--- src/rtl/sipo_pkg.sv ---
// Package: shared control bundle between the input front end and the
// register stages of the latched serial-to-parallel block.
package sipo_pkg;

    // Per-cycle control derived from the synchronised inputs.
    typedef struct packed {
        logic shift_pulse;  // one-cycle pulse on a serial clock rise
        logic store_pulse;  // one-cycle pulse on a store strobe rise
        logic data;         // serial data, aligned with shift_pulse
    } sipo_ctrl_t;

endpackage

--- src/rtl/sipo_sync.sv ---
// Module: sipo_sync
// Brings one asynchronous level into the clk domain through a chain of
// STAGES flops. Assumes STAGES >= 2. The output lags the input by STAGES
// system cycles and resets to 0.
module sipo_sync #(
    parameter int STAGES = 2
) (
    input  logic clk,
    input  logic rst_n,
    input  logic d,
    output logic q
);
    localparam int LAST = STAGES - 1;

    logic [LAST:0] chain;

    // First stage: capture the raw asynchronous input.
    always_ff @(posedge clk) begin
        if (!rst_n) chain[0] <= 1'b0;
        else        chain[0] <= d;
    end

    // Remaining stages: each copies the stage below it.
    for (genvar i = 1; i < STAGES; i++) begin : g_stage
        always_ff @(posedge clk) begin
            if (!rst_n) chain[i] <= 1'b0;
            else        chain[i] <= chain[i-1];
        end
    end

    assign q = chain[LAST];

endmodule

--- src/rtl/sipo_edge_detect.sv ---
// Module: sipo_edge_detect
// Synchronises one asynchronous control line. It then produces a one-cycle
// pulse in the first cycle in which the synchronised level is high after
// being low. Assumes the line stays at each level for at least two
// system cycles.
module sipo_edge_detect #(
    parameter int STAGES = 2
) (
    input  logic clk,
    input  logic rst_n,
    input  logic line_in,
    output logic rise
);
    logic level;
    logic level_d;

    sipo_sync #(.STAGES(STAGES)) u_sync (
        .clk   (clk),
        .rst_n (rst_n),
        .d     (line_in),
        .q     (level)
    );

    // Delayed copy of the synchronised level for edge comparison.
    always_ff @(posedge clk) begin
        if (!rst_n) level_d <= 1'b0;
        else        level_d <= level;
    end

    assign rise = level & ~level_d;

    // A rise can never be reported in two consecutive cycles.
    AST_RISE_SINGLE: assert property (@(posedge clk) disable iff (!rst_n)
        rise |=> !rise);

endmodule

--- src/rtl/sipo_shift_reg.sv ---
// Module: sipo_shift_reg
// WIDTH-bit shift register. On an enable pulse it moves every bit up one
// place and loads din into bit 0. It holds its contents otherwise. Assumes
// WIDTH >= 2.
module sipo_shift_reg #(
    parameter int WIDTH = 8
) (
    input  logic             clk,
    input  logic             rst_n,
    input  logic             shift_en,
    input  logic             din,
    output logic [WIDTH-1:0] q,
    output logic             top_bit
);
    localparam int TOP = WIDTH - 1;

    // Shift on a pulse, hold otherwise, clear on reset.
    always_ff @(posedge clk) begin
        if (!rst_n)        q <= '0;
        else if (shift_en) q <= {q[TOP-1:0], din};
    end

    assign top_bit = q[TOP];

    AST_SHIFT_STEP: assert property (@(posedge clk) disable iff (!rst_n)
        shift_en |=> (q[TOP:1] == $past(q[TOP-1:0])) && (q[0] == $past(din)));
    AST_SHIFT_IDLE: assert property (@(posedge clk) disable iff (!rst_n)
        !shift_en |=> $stable(q));

endmodule

--- src/rtl/sipo_store_reg.sv ---
// Module: sipo_store_reg
// Output register in front of the parallel pins. Loads the whole
// shift register on a capture pulse and holds it otherwise.
module sipo_store_reg #(
    parameter int WIDTH = 8
) (
    input  logic             clk,
    input  logic             rst_n,
    input  logic             cap_en,
    input  logic [WIDTH-1:0] d,
    output logic [WIDTH-1:0] q
);
    // Whole-word load on capture, hold otherwise, clear on reset.
    always_ff @(posedge clk) begin
        if (!rst_n)      q <= '0;
        else if (cap_en) q <= d;
    end

    AST_CAPTURE_WORD: assert property (@(posedge clk) disable iff (!rst_n)
        cap_en |=> q == $past(d));
    AST_OUT_STABLE: assert property (@(posedge clk) disable iff (!rst_n)
        !cap_en |=> $stable(q));
    AST_RESET_CLEAR: assert property (@(posedge clk) disable iff (!rst_n)
        $rose(rst_n) |-> q == '0);

endmodule

--- src/rtl/latched_sipo.sv ---
// Module: latched_sipo
// Top of the latched serial-to-parallel output register. It synchronises the
// serial clock, the store strobe and the data line with equal latency, so
// the data is aligned with the serial clock edge. It shifts on serial clock
// rises and loads the output register on strobe rises. Assumes every input
// level lasts at least two system cycles and that the data is steady for
// SYNC_STAGES cycles before a serial clock rise.
module latched_sipo #(
    parameter int WIDTH       = 8,
    parameter int SYNC_STAGES = 2
) (
    input  logic             clk,
    input  logic             rst_n,
    input  logic             ser_clk_in,
    input  logic             ser_data_in,
    input  logic             store_in,
    output logic [WIDTH-1:0] par_out,
    output logic             ser_out
);
    import sipo_pkg::*;

    sipo_ctrl_t       ctrl;
    logic [WIDTH-1:0] shift_q;
    logic             data_sync;
    logic             data_d;

    sipo_edge_detect #(.STAGES(SYNC_STAGES)) u_clk_edge (
        .clk     (clk),
        .rst_n   (rst_n),
        .line_in (ser_clk_in),
        .rise    (ctrl.shift_pulse)
    );

    sipo_edge_detect #(.STAGES(SYNC_STAGES)) u_store_edge (
        .clk     (clk),
        .rst_n   (rst_n),
        .line_in (store_in),
        .rise    (ctrl.store_pulse)
    );

    sipo_sync #(.STAGES(SYNC_STAGES)) u_data_sync (
        .clk   (clk),
        .rst_n (rst_n),
        .d     (ser_data_in),
        .q     (data_sync)
    );

    // Data is held back one extra cycle to match the edge compare flop.
    always_ff @(posedge clk) begin
        if (!rst_n) data_d <= 1'b0;
        else        data_d <= data_sync;
    end

    assign ctrl.data = data_d;

    sipo_shift_reg #(.WIDTH(WIDTH)) u_shift (
        .clk      (clk),
        .rst_n    (rst_n),
        .shift_en (ctrl.shift_pulse),
        .din      (ctrl.data),
        .q        (shift_q),
        .top_bit  (ser_out)
    );

    sipo_store_reg #(.WIDTH(WIDTH)) u_store (
        .clk    (clk),
        .rst_n  (rst_n),
        .cap_en (ctrl.store_pulse),
        .d      (shift_q),
        .q      (par_out)
    );

    // A capture that coincides with a shift takes the pre-shift word.
    AST_SAME_EDGE_LAG: assert property (@(posedge clk) disable iff (!rst_n)
        (ctrl.shift_pulse && ctrl.store_pulse) |=> par_out == $past(shift_q));

endmodule

--- config.mk ---
export PLATFORM = sky130hd
export DESIGN_NAME = latched_sipo
export DESIGN_NICKNAME = d
export VERILOG_FILES = /design/src/rtl/sipo_pkg.sv /design/src/rtl/sipo_sync.sv /design/src/rtl/sipo_edge_detect.sv /design/src/rtl/sipo_shift_reg.sv /design/src/rtl/sipo_store_reg.sv /design/src/rtl/latched_sipo.sv
export SDC_FILE = /design/constraint.sdc
export NUM_CORES = 1
export LEC_CHECK = 0
export CAP_MARGIN = 40
export CORE_ASPECT_RATIO = 1.5
export CORE_UTILIZATION = 23
export DETAILED_ROUTE_END_ITERATION = 10
export PLACE_DENSITY = 0.48
export RECOVER_POWER = 50
export REMOVE_ABC_BUFFERS = 1
export SLEW_MARGIN = 20
export SYNTH_ARGS = -nofsm -noshare
export SYNTH_HDL_FRONTEND = slang
export SYNTH_SLANG_ARGS = --single-unit
--- constraint.sdc ---
create_clock -name clk -period 1.1 [get_ports clk]
set_input_delay 0.275 -clock clk [delete_from_list [all_inputs] [get_ports clk]]
set_output_delay 0.275 -clock clk [all_outputs]
set_load 0.05 [all_outputs]
== After elaboration in Yosys (flattened, before gate mapping) ==
Cells that the tools add are included.

* Bits in registers: 25
* Input port bits: 5
* Word-level logic and storage cells: 15

* Bitwise operators: 4

{| class="wikitable"
|+ Operator list
! cell !! count
|-
| 1-bit bitwise AND || 2
|-
| 1-bit inverter || 2
|}

== Logic depth before layout (Yosys ltp) ==
* Depth in word-level cells: 2
* Mapped depth: 4
* Mapped depth without buffers: 2

== By module ==
A second synthesis with hierarchy kept.

* Cell total of the unflattened synthesis: 71
* Area, all modules: 874.6 sq um

{| class="wikitable"
|+ By module, submodules not included
! module !! instances !! cells an instance !! area each (sq um)
|-
| sipo_shift_reg || 1 || 26 || 309.0
|-
| sipo_store_reg || 1 || 25 || 301.5
|-
| sipo_sync || 3 || 4 || 52.6
|-
| sipo_edge_detect || 2 || 3 || 40.0
|-
| latched_sipo || 1 || 2 || 26.3
|}

== Worst setup path before layout ==
Ideal clock, no wire load.

* Path kind: register -> register
* Start point: register u_shift.q[7]
* End point: register u_store.q[7]
* Library setup time: 0.072 ns
* Arrival time: 0.820 ns
* Required time: 1.028 ns
* Path slack: 0.208 ns
* Stages on the path, launching flop included: 3
* Path buffers: 0
* Cells stage by stage: dfxtp_1 nand2_2 mux2i_1

{| class="wikitable"
|+ RTL lines
! what !! RTL line !! RTL
|-
| from (decl) || sipo_shift_reg.sv:12 || <nowiki>output logic [WIDTH-1:0] q,</nowiki>
|-
| from (signal assigned) || sipo_shift_reg.sv:20 || <nowiki>else if (shift_en) q <= {q[TOP-1:0], din};</nowiki>
|-
| to (signal assigned) || sipo_store_reg.sv:15 || <nowiki>if (!rst_n) q <= '0;</nowiki>
|-
| to (signal assigned) || sipo_store_reg.sv:16 || <nowiki>else if (cap_en) q <= d;</nowiki>
|-
| to (decl) || sipo_store_reg.sv:11 || <nowiki>output logic [WIDTH-1:0] q</nowiki>
|}

== Final worst setup path ==
* Start point: register u_store.q[0]
* End point: output par_out[0]

{| class="wikitable"
|+ RTL lines
! what !! RTL line !! RTL
|-
| to (decl) || latched_sipo.sv:17 || <nowiki>output logic [WIDTH-1:0] par_out,</nowiki>
|}

No word-level cell between the ends.

==> impl_metrics.env <==
export IMPL_vias=541
export IMPL_die_h_um=77.58
export IMPL_cp_end_kind="output port"
export IMPL_post_cts_buffers=0
export IMPL_max_slew_worst_pin_slew_ps=319.8
export IMPL_path_class="flop to output port"
export IMPL_postRouteAntennaNets=0
export IMPL_initial_core_util=0.2401
export IMPL_clock_root_buffer="clkbuf_8"
export IMPL_drc=0
export IMPL_clk_pin_slew_ps=80
export IMPL_clock_fmax_mhz=954.7
export IMPL_grt_max_degree=14
export IMPL_cts_path_max_buffers=2
export IMPL_slew_violations=0
export IMPL_synthCells=74
export IMPL_h_tree_depth=1
export IMPL_synth_mux_area_frac=0.1829
export IMPL_critPathMaxFanout=2
export IMPL_dp_cells=129
export IMPL_cap_violations=0
export IMPL_period_share=0.9523
export IMPL_met2_length_um=740
export IMPL_dieArea_mm2=0.004064
export IMPL_top_layer="met4"
export IMPL_power_density_mw_per_mm2=1304
export IMPL_cpPeakStageDelay_ps=370
export IMPL_grt_pass1_wl_um=2408
export IMPL_crit_family="flip-flops"
export IMPL_grt_ovfl_total=0
export IMPL_regArea_um2=511.7
export IMPL_reg2reg_slack_ps=120
export IMPL_cp_data_arrival_time_ps=770
export IMPL_hold_path_depth=1
export IMPL_fin_ws_ps=52.50
export IMPL_clock_sinks=25
export IMPL_ys_seq_elements=25
export IMPL_fill_cells=389
export IMPL_ys_seq_area_frac=0.5714
export IMPL_utilization=0.3210
export IMPL_die_w_um=52.39
export IMPL_r2r_start="u_clk_edge.u_sync.q"
export IMPL_fin_cells=133
export IMPL_synth_compound_area_share=0
export IMPL_io_pins=14
export IMPL_port_buffers=13
export IMPL_coreArea_mm2=0.003649
export IMPL_min_path_type="flop to flop"
export IMPL_area_growth_pct=33.71
export IMPL_critPathSlowestCell="dfxtp_2"
export IMPL_cts_tree="yes"
export IMPL_antenna_found_initial=0
export IMPL_synth_simple_area_share=0.1714
export IMPL_hold_buffers=0
export IMPL_r2r_end="u_shift.q[5]"
export IMPL_avgSynthCellArea_um2=11.84
export IMPL_whs_endpoint="data_d"
export IMPL_status="completed"
export IMPL_synth_fa_ha_area_frac=0
export IMPL_yosys_area_share_xor_xnor=0
export IMPL_dp_slack_ps=-190.7
export IMPL_cts_buffers=3
export IMPL_first_global_vias=548
export IMPL_initialDrtViolationCount=3
export IMPL_yosys_warnings=0
export IMPL_first_pass_iters=2
export IMPL_antenna_cells=0
export IMPL_cp_required_ps=820
export IMPL_fin_skew_ps=1.028
export IMPL_finalNetCount=96
export IMPL_gp_routability_congestion=0.6807
export IMPL_tns_ps=0
export IMPL_finalWirelength_um=1431
export IMPL_crit_chain="buf_12"
export IMPL_ys_types=10
export IMPL_dp_hpwl_um=981.1
export IMPL_met1_length_um=614
export IMPL_met3WireLength_um=47
export IMPL_multi_input_area_um2=310.3
export IMPL_grt_usage=0.07955
export IMPL_clk_latency_ps=270
export IMPL_start_kind="flop"
export IMPL_drive_gt1_frac=0.3111
export IMPL_setup_viol=0
export IMPL_synth_top_family_by_area="multiplexers"
export IMPL_synthesis_area_um2=875.8
export IMPL_finalHoldViolCount=0
export IMPL_p_leak_nw=0.4806
export IMPL_fin_hold_ws_ps=440.6
export IMPL_avgRoutedWirePerCell_um=10.76
export IMPL_max_slew_margin_rel=0.7863
export IMPL_worstHoldStart="u_data_sync.q"
export IMPL_irDropWorstVdd_mv=0.7763
export IMPL_vias_per_cell=4.068
export IMPL_path_buf_inv=1
export IMPL_std_cell_rows=27
export IMPL_layout_min_cycle_time_ps=1048
export IMPL_r2r_cells=2
-- state kept, by name (all words and copies together) (netlist names) --
| name | cells |
|---|---|
| u_shift.q | 8 |
| data_d | 1 |
| u_store_edge.u_sync.q | 1 |
| u_store_edge.level_d | 1 |
| u_clk_edge.u_sync.chain | 1 |
| u_store.q | 8 |
| u_data_sync.chain | 1 |
| u_clk_edge.level_d | 1 |
| u_clk_edge.u_sync.q | 1 |
| u_data_sync.q | 1 |
| u_store_edge.u_sync.chain | 1 |
-- area by class of cell --
type	instances	area share
Clock buffer	4	0.03846
Multi-Input combinational cell	44	0.2650
Sequential cell	25	0.4370
Tap cell	43	0.04594
Timing Repair Buffer	17	0.2137
-- timing repair --
item,in CTS,in global routing
cloned,0,0
gates resized for setup,1,8
setup endpoints to repair,1,8
-- cells in the final DEF, fill, tap and decap left out, drive strengths merged --
| cell type | synthesis | routed |
|---|---|---|
| and2 | 9 | 9 |
| buf | 5 | 13 |
| clkbuf | 0 | 4 |
| clkdlybuf4s50 | 0 | 4 |
| dfxtp | 25 | 25 |
| mux2i | 16 | 16 |
| nand2 | 17 | 17 |
| nand2b | 1 | 1 |
| nor2b | 1 | 1 |
-- worst max path at each step --
stage | startpoint | cells past startpoint | endpoint
6_report | u_store.q[0] | 1 | par_out[0]
5_1_grt | rst_n | 4 | u_store.q[0]
4_1_cts | u_store.q[0] | 1 | par_out[0]
3_5_place_dp | rst_n | 4 | u_shift.q[1]
3_3_place_gp | rst_n | 4 | u_store.q[1]
2_1_floorplan | u_store_edge.level_d | 2 | u_store.q[0]
-- cell families (layout without fill, tap and decap cells) --
group	after synthesis	count (layout)
and+or+nand+nor	28	28
DFF	25	25
muxes	16	16
buffers and inverters	5	21
-- routing by layer --
layer  global-route usage  up-vias
met4              0.03947        0
li1                     -      266
met1              0.09507      257
met5                    0        -
met3              0.01765        6
met2               0.1291       12
-- cells in the mapped netlist --
| cell type | number | area share |
|---|---|---|
| buf_6 | 4 | 0.051 |
| nand2_2 | 1 | 0.0071 |
| nand2_1 | 15 | 0.064 |
| nor2b_4 | 1 | 0.016 |
| and2_1 | 9 | 0.064 |
| buf_12 | 1 | 0.023 |
| nand2_4 | 1 | 0.013 |
| dfxtp_1 | 25 | 0.57 |
| mux2i_1 | 16 | 0.18 |
| nand2b_1 | 1 | 0.0071 |
-- metrics by stage --
stage	power (mW)	area, µm²
3_5_place_dp	1.013	1115
3_3_place_gp	1.011	1115
5_1_grt	1.576	1171
2_1_floorplan	0.9700	810.8
4_1_cts	1.550	1161
6_report	1.527	1171
-- where the power goes --
group	switching [mW]	internal, mW	leakage, nW
registers	0.00396	0.917	0.208
logic	0.0302	0.0376	0.250
clock network	0.279	0.259	0.0228
total	0.313	1.21	0.481
Note: power is estimated with default switching activity, not from simulation.
